$ cat src/rtl/dmcPkg.sv
package dmcPkg;
  typedef enum logic [1:0] {
    OP_IDLE  = 2'b00,
    OP_STORE = 2'b01,
    OP_FETCH = 2'b10,
    OP_HOLD  = 2'b11
  } opCode_e;

  // strobes from control to datapath
  typedef struct packed {
    logic doStore;
    logic doFetch;
    logic doIdle;
  } ctrlStrobes_t;
endpackage

$ cat src/rtl/dmcCheckGen.sv
// Shared check generator: pairwise symbol sums per row, column XOR over rows.
module dmcCheckGen #(
  parameter int ROWS = 2,
  parameter int SYMS = 4,
  parameter int SYMW = 4,
  localparam int ROWW  = SYMS * SYMW,
  localparam int DATAW = ROWS * ROWW,
  localparam int PAIRS = SYMS / 2,
  localparam int SUMW  = SYMW + 1,
  localparam int HW    = ROWS * PAIRS * SUMW
) (
  input  logic [DATAW-1:0] dataIn,
  output logic [HW-1:0]    hGen,
  output logic [ROWW-1:0]  vGen
);
  for (genvar r = 0; r < ROWS; r++) begin : g_row
    for (genvar p = 0; p < PAIRS; p++) begin : g_pair
      assign hGen[(r*PAIRS+p)*SUMW +: SUMW] =
        SUMW'(dataIn[r*ROWW + p*SYMW +: SYMW]) +
        SUMW'(dataIn[r*ROWW + (p+PAIRS)*SYMW +: SYMW]);
    end
  end

  always_comb begin
    vGen = '0;
    for (int r = 0; r < ROWS; r++) vGen = vGen ^ dataIn[r*ROWW +: ROWW];
  end
endmodule

$ cat src/rtl/dmcCtrl.sv
module dmcCtrl
  import dmcPkg::*;
(
  input  logic         clk,
  input  logic         rstN,
  input  logic [1:0]   opMode,
  output ctrlStrobes_t strobes,
  output logic         validOut
);
  always_comb begin
    strobes = '0;
    unique case (opMode)
      OP_STORE: strobes.doStore = 1'b1;
      OP_FETCH: strobes.doFetch = 1'b1;
      default:  strobes.doIdle  = 1'b1;
    endcase
  end

  always_ff @(posedge clk or negedge rstN) begin
    if (!rstN) validOut <= 1'b0;
    else       validOut <= strobes.doStore | strobes.doFetch;
  end

  // an idle code is never followed by a valid strobe
  a_r9_idle_no_valid: assert property (@(posedge clk) disable iff (!rstN)
    ($past(opMode) == 2'b00 || $past(opMode) == 2'b11) |-> !validOut);
endmodule

$ cat src/rtl/dmcDatapath.sv
module dmcDatapath
  import dmcPkg::*;
#(
  parameter int ROWS = 2,
  parameter int SYMS = 4,
  parameter int SYMW = 4,
  localparam int ROWW  = SYMS * SYMW,
  localparam int DATAW = ROWS * ROWW,
  localparam int PAIRS = SYMS / 2,
  localparam int SUMW  = SYMW + 1,
  localparam int HW    = ROWS * PAIRS * SUMW,
  localparam int CHKW  = HW + ROWW
) (
  input  logic             clk,
  input  logic             rstN,
  input  ctrlStrobes_t     strobes,
  input  logic [DATAW-1:0] dataIn,
  input  logic [CHKW-1:0]  chkIn,
  output logic [DATAW-1:0] dataOut,
  output logic [CHKW-1:0]  chkOut,
  output logic             errFlag,
  output logic             uncFlag
);
  logic [HW-1:0]    hGen, hSyn;
  logic [ROWW-1:0]  vGen, vSyn;
  logic [ROWS-1:0]  rowFlag;
  logic [DATAW-1:0] corrData;
  logic             oneRow, errAny, uncAny;

  dmcCheckGen #(.ROWS(ROWS), .SYMS(SYMS), .SYMW(SYMW)) u_gen (
    .dataIn(dataIn), .hGen(hGen), .vGen(vGen)
  );

  assign vSyn   = chkIn[CHKW-1 -: ROWW] ^ vGen;
  assign oneRow = $onehot(rowFlag);

  for (genvar r = 0; r < ROWS; r++) begin : g_row
    for (genvar p = 0; p < PAIRS; p++) begin : g_pair
      localparam int IDX = (r*PAIRS + p) * SUMW;
      assign hSyn[IDX +: SUMW] = chkIn[IDX +: SUMW] - hGen[IDX +: SUMW];
    end
    assign rowFlag[r] = |hSyn[r*PAIRS*SUMW +: PAIRS*SUMW];
    assign corrData[r*ROWW +: ROWW] = dataIn[r*ROWW +: ROWW] ^
      ((rowFlag[r] && oneRow) ? vSyn : '0);
  end

  assign errAny = (|hSyn) | (|vSyn);
  assign uncAny = (|vSyn) & ~oneRow;

  always_ff @(posedge clk or negedge rstN) begin
    if (!rstN) begin
      dataOut <= '0;
      chkOut  <= '0;
      errFlag <= 1'b0;
      uncFlag <= 1'b0;
    end else if (strobes.doStore) begin
      dataOut <= dataIn;
      chkOut  <= {vGen, hGen};
      errFlag <= 1'b0;
      uncFlag <= 1'b0;
    end else if (strobes.doFetch) begin
      dataOut <= uncAny ? dataIn : corrData;
      chkOut  <= {vSyn, hSyn};
      errFlag <= errAny;
      uncFlag <= uncAny;
    end else begin
      errFlag <= 1'b0;
      uncFlag <= 1'b0;
    end
  end

  // an unrepairable word is always also reported as an error
  a_r6_unc_implies_err: assert property (@(posedge clk) disable iff (!rstN)
    uncFlag |-> errFlag);
  // an unrepairable word leaves the data untouched
  a_r6_unc_keeps_data: assert property (@(posedge clk) disable iff (!rstN)
    uncFlag |-> dataOut == $past(dataIn));
  // a store never raises a flag
  a_r2_store_clean: assert property (@(posedge clk) disable iff (!rstN)
    $past(strobes.doStore) |-> (!errFlag && !uncFlag));
  // idle clears both flags
  a_r8_idle_clears: assert property (@(posedge clk) disable iff (!rstN)
    $past(strobes.doIdle) |-> (!errFlag && !uncFlag));
endmodule

$ cat src/rtl/dmcCodec.sv
module dmcCodec #(
  parameter int ROWS = 2,
  parameter int SYMS = 4,
  parameter int SYMW = 4,
  localparam int ROWW  = SYMS * SYMW,
  localparam int DATAW = ROWS * ROWW,
  localparam int CHKW  = ROWS * (SYMS / 2) * (SYMW + 1) + ROWW
) (
  input  logic             clk,
  input  logic             rstN,
  input  logic [1:0]       opMode,
  input  logic [DATAW-1:0] dataIn,
  input  logic [CHKW-1:0]  chkIn,
  output logic [DATAW-1:0] dataOut,
  output logic [CHKW-1:0]  chkOut,
  output logic             validOut,
  output logic             errFlag,
  output logic             uncFlag
);
  dmcPkg::ctrlStrobes_t strobes;

  dmcCtrl u_ctrl (
    .clk(clk), .rstN(rstN), .opMode(opMode),
    .strobes(strobes), .validOut(validOut)
  );

  dmcDatapath #(.ROWS(ROWS), .SYMS(SYMS), .SYMW(SYMW)) u_dp (
    .clk(clk), .rstN(rstN), .strobes(strobes),
    .dataIn(dataIn), .chkIn(chkIn),
    .dataOut(dataOut), .chkOut(chkOut),
    .errFlag(errFlag), .uncFlag(uncFlag)
  );
endmodule

$ cat config.mk
export PLATFORM = sky130hd
export DESIGN_NAME = dmcCodec
export DESIGN_NICKNAME = d
export VERILOG_FILES = /design/src/rtl/dmcPkg.sv /design/src/rtl/dmcCheckGen.sv /design/src/rtl/dmcCtrl.sv /design/src/rtl/dmcDatapath.sv /design/src/rtl/dmcCodec.sv
export SDC_FILE = /design/constraint.sdc
export NUM_CORES = 1
export LEC_CHECK = 0
export ABC_AREA = 0
export CAP_MARGIN = 30
export CORE_AREA = 2 2 104 106
export CTS_CLUSTER_DIAMETER = 100
export CTS_CLUSTER_SIZE = 16
export DETAILED_ROUTE_END_ITERATION = 7
export DIE_AREA = 0 0 106 108
export MAX_ROUTING_LAYER = met4
export PLACE_DENSITY = 0.95
export SETUP_SLACK_MARGIN = 0.05
export SYNTH_ARGS = -nofsm -noshare
export SYNTH_HDL_FRONTEND = slang
export SYNTH_SLANG_ARGS = --single-unit
$ cat constraint.sdc
create_clock -name clk -period 1.12 [get_ports clk]
set_input_delay 0.224 -clock clk [delete_from_list [all_inputs] [get_ports clk]]
set_output_delay 0.224 -clock clk [all_outputs]
set_load 0.02 [all_outputs]
==> results of run 1 <==
==> synthesized netlist by cell type (3+ instances only) <==
cell type,n
a211oi_1,4
a21o_1,16
a21oi_1,20
clkbuf_1,14
dfrtp_1,71
fa_1,8
ha_1,36
inv_1,21
mux2i_1,35
nand2_1,76
nand3_1,4
nand4_4,3
nor2_1,13
nor2b_1,15
o21ai_0,50
o21ai_1,15
xnor2_1,32
xnor3_1,4
xnor3_2,11
xnor3_4,5
xor2_1,56
==> stage by stage <==
stage / TNS (ns) / cells / hold WS, ns
CTS: -92.05 / 985 / 0.294
floorplan: -83.32 / 530 / -0.0716
global placement: -141.93 / 903 / 0.132
detailed placement: -149.77 / 903 / 0.132
==> logic make-up after synthesis <==
| kind of cell | count (synthesis) | share of synthesized area (%) |
|---|---|---|
| flops | 71 | 32.7 |
| compound gates | 108 | 11.5 |
| buf+inv | 43 | 3.96 |
| xor+xnor | 108 | 23.0 |
| mux | 37 | 6.85 |
| fa+ha+maj | 44 | 11.2 |
| simple gates | 119 | 10.8 |
==> what timing repair did <==
item                                   4_1_cts
buffers inserted                            66
hold buffers                                 1
setup endpoints to repair                  142
cloned                                       6
pin swaps                                   77
endpoints found under the hold margin       10
gates resized for setup                    653
==> results_dict.tcl, run 1 <==
set metrics [dict create \
    status "stopped before the end" \
    stop_stage "global routing (5_1_grt)" \
    error "[ERROR DPL-0038] Utilization greater than 100%, impossible to legalize" \
    dp_slack_ns -3.21 \
    grt_max_degree 33 \
    synth_fp_nets 646 \
    synth_top_area_cell "dfrtp_1" \
    syn_inst 530 \
    async_reset_ff_share_pct 100 \
    grt-worst-endpoint "u_dp.dataOut[4]$_DFFE_PN0P_/D" \
    synthesis.area_mm2 0.00544 \
    synthTopCellsByArea "dfrtp_1 33%, xor2_1 9.0%, ha_1 8.3%" \
    chipWidth_um 106 \
    synth_cell_types 37 \
    start_util_pct 53.2 \
    rows 37 \
    synth.top_cell.area_share_pct 32.7 \
    placed_area_mm2 0.00811 \
    syn_avg_cell_area_um2 10.3 \
    cts-root-buf "clkbuf_8" \
    dp.final_hpwl_um 15100 \
    fp.dieH_um 108 \
    yosysWarnings 0 \
    port_buffers 142 \
    clock_path_buffers 2 \
    ys_ff_latch 71 \
    boundaryPins 143 \
    htreeDepth 3 \
    gp_congestion 0.960 \
    numCtsBuffers 9 \
    ys.flop_type "dfrtp_1" \
    seq_area_frac_synth_pct 32.7 \
    cts_sinks 71 \
    worst-ep-kind "sequential cell input" \
    synth_edf_count 0 \
]
==> run 2: changes to the inputs <==
--- a/config.mk
+++ b/config.mk
@@ -7,14 +7,10 @@
 export LEC_CHECK = 0
 export ABC_AREA = 0
 export CAP_MARGIN = 30
-export CORE_AREA = 2 2 104 106
-export CTS_CLUSTER_DIAMETER = 100
-export CTS_CLUSTER_SIZE = 16
+export CORE_AREA = 2 2 120 122
 export DETAILED_ROUTE_END_ITERATION = 7
-export DIE_AREA = 0 0 106 108
-export MAX_ROUTING_LAYER = met4
-export PLACE_DENSITY = 0.95
-export SETUP_SLACK_MARGIN = 0.05
+export DIE_AREA = 0 0 122 124
+export PLACE_DENSITY_LB_ADDON = 0.15
 export SYNTH_ARGS = -nofsm -noshare
 export SYNTH_HDL_FRONTEND = slang
 export SYNTH_SLANG_ARGS = --single-unit
==> run 2 against run 1 <==
The flow now finishes, with violations (negative setup slack). Synthesized area unchanged. Synthesized cell count is the same.
==> results_dict.tcl, run 2 <==
set metrics [dict create \
    yosysMostFrequentCell "nand2_1" \
    viasPerCell 4.90 \
    grt_overflow 0 \
    fp.coreArea_mm2 0.0137 \
    max_freq_mhz 294 \
    syn_inst 530 \
    failed_checks "negative setup slack" \
    grt_pass1_vias 5300 \
    clock_path_buffers 2 \
    ys_ff_latch 71 \
    synth_fp_nets 646 \
    drv_cap 0 \
    clkTransAtPathRegs_ns 0.06 \
    seq_area_frac_synth_pct 32.7 \
    dr.max_layer_used "met5" \
    cts_tree "done" \
    wl_met1_um 7910 \
    synth_mux_area_share_pct 6.85 \
    synth.top_cell.area_share_pct 32.7 \
    dp_slack_ns -3.08 \
    start_util_pct 39.7 \
    fp.dieH_um 124 \
    synth_commonest_cells "76 x nand2_1, 71 x dfrtp_1, 56 x xor2_1, 50 x o21ai_0, 36 x ha_1" \
    boundaryPins 143 \
    path_max_fanout 7 \
    finalHoldViolations 0 \
    gr-usage-all-layers_pct 25.1 \
    regArea_mm2 0.00178 \
    reg_top3 "u_dp.chkOut (36), u_dp.dataOut (32)" \
    grt_pass1_wl_um 28000 \
    tightest_slew_ns 0.458 \
    synth-xor-area-share_pct 23.0 \
    synth_edf_count 0 \
    fillCellCount 970 \
    synth_cell_types 37 \
    finalCritPeriodShare_pct 304 \
    p_per_area_mw_per_mm2 1430 \
    wirelength_um 19100 \
    finalNetCount 956 \
    fin_util_pct 71.0 \
    avgRoutedWirePerCell_um 18.6 \
    async_reset_ff_share_pct 100 \
    synth_simple_gate_area_share_pct 10.8 \
    drt-pass1-iter-count 7 \
    drt_first_iter_violations 279 \
    antenna_cells 0 \
    synth-adder-area-share_pct 11.2 \
    numCtsBuffers 9 \
    largest-register "u_dp.chkOut" \
    final_antenna_net_count 0 \
    crit_type "primary input to flop" \
    synth-compound-area-share_pct 11.5 \
    setup_viol 70 \
    dr_wl_met2_um 10000 \
    chipWidth_um 122 \
    setup_slack_ns -2.28 \
    grt_max_degree 35 \
    status "finished with violations" \
    htreeDepth 3 \
    yosysWarnings 0 \
    gp_congestion 0.923 \
    ys.flop_type "dfrtp_1" \
    cp-start-kind "primary input" \
    final_common_cell "buf_4" \
    syn_avg_cell_area_um2 10.3 \
    remaining_drc_errors 0 \
    setup_tns_ns -88.22 \
    cts-root-buf "clkbuf_16" \
    rows 43 \
    route.vias.total 5023 \
    largest_reg_flops 36 \
    port_buffers 142 \
    synth_top_family_by_area "XOR/XNOR gates" \
    total_power_mw 13.9 \
    clkLatencyLatePin_ns 0.35 \
    synth_top_area_cell "dfrtp_1" \
    synthesis.area_mm2 0.00544 \
    whs_ns 0.287 \
    antenna_found_initial 1 \
    multiInputGateArea_mm2 0.00419 \
    drive_above_1_share_pct 48.4 \
    most-common-layout-cells "149 x buf_4, 83 x buf_6, 74 x nand2_1" \
    critPathRequiredTime_ns 1.38 \
    peakVddDrop_v 0.000871 \
    synthTopCellsByArea "dfrtp_1 33%, xor2_1 9.0%, ha_1 8.3%" \
    dp.final_hpwl_um 13400 \
    critPathCaptureType "flop" \
    die_area_mm2 0.0151 \
    slew_violations 0 \
    fin_skew_ns 0 \
    arrival_ns 3.66 \
    rsz0062_at_grt "yes" \
    fin_crit_ns 3.40 \
    slew_headroom_pct 69.2 \
    cts_sinks 71 \
    leakage_nw 4.83 \
    hold_class "primary input to flop" \
    area.growth.synth_to_final_pct 79.0 \
    wl_met3_um 823 \
]
==> run 2: cell counts after synthesis <==
No cell type changed its count.
==> run 2: worst paths after layout <==
| check | startpoint | slack, ns | cells after the start | endpoint |
|---|---|---|---|---|
| max | dataIn[4] | -2.28 | 17 | u_dp.dataOut[8] |
| min | dataIn[8] | 0.29 | 4 | u_dp.dataOut[8] |
| max reg2reg | u_dp.chkOut[0] | 0.10 | 3 | u_dp.chkOut[0] |
| min reg2reg | u_dp.chkOut[7] | 0.50 | 2 | u_dp.chkOut[7] |
| max in group asynchronous | rstN | 0.32 | 3 | u_dp.chkOut[18] |
| min in group asynchronous | rstN | 0.33 | 2 | u_dp.dataOut[27] |
==> run 2: timing repair <==
action | CTS | global route
pin swaps | 74 | 59
cloned | 4 | 1
endpoints found under the hold margin | 23 | 0
hold buffers | 1 | 0
resized for setup | 536 | 123
endpoints found under the setup margin | 142 | 134
setup buffers | 41 | 26
==> run 2: metal layers <==
metal | GRT usage, % | up-vias
li1 | - | 2422
met1 | 30.2 | 2455
met2 | 45.4 | 121
met3 | 5.31 | 23
met4 | 6.75 | 2
met5 | 0 | -
==> run 2: layout make-up <==
class | instances | area share [%]
clock buffers | 9 | 2.31
clock inverters | 7 | 1.23
inverters | 22 | 0.951
multi-input cells | 416 | 43.0
flip-flops and latches | 71 | 18.2
well taps | 180 | 2.31
repair buffers | 320 | 31.9
==> run 2: critical path: stages <==
cell      delay (ns)
buf_8           0.10
ha_4            0.15
fa_2            0.58
inv_2           0.07
fa_2            0.39
a21o_1          0.19
a21oi_2         0.17
xnor3_1         0.28
nor2_2          0.15
nor4b_4         0.25
inv_2           0.08
ha_4            0.23
o41ai_4         0.08
nand3_4         0.19
buf_12          0.20
buf_12          0.13
o311ai_4        0.20
==> run 2: power by group <==
group          switching, mW  internal (mW)
clock                   1.27           2.18
sequential             0.439           3.10
combinational           3.12           3.82
total                   4.84           9.10
==> run 2: cell families (layout without fill, tap and decap cells) <==
| family | after synthesis | in the layout |
|---|---|---|
| adders and majority gates | 44 | 44 |
| AOI/OAI and AO/OA | 108 | 108 |
| DFF | 71 | 71 |
| buffers and inverters | 43 | 358 |
| and+or+nand+nor | 119 | 119 |
| xor gates and xnor gates | 108 | 108 |
| muxes | 37 | 37 |
==> run 2: metrics by stage <==
stage / cells / instance area, um^2
after floorplan: 530 / 5710
after global placement: 947 / 8180
after detailed placement: 947 / 8180
after CTS: 1003 / 9140
after global routing: 1025 / 9740
final: 1025 / 9740
(Power assumes the default switching activity.)
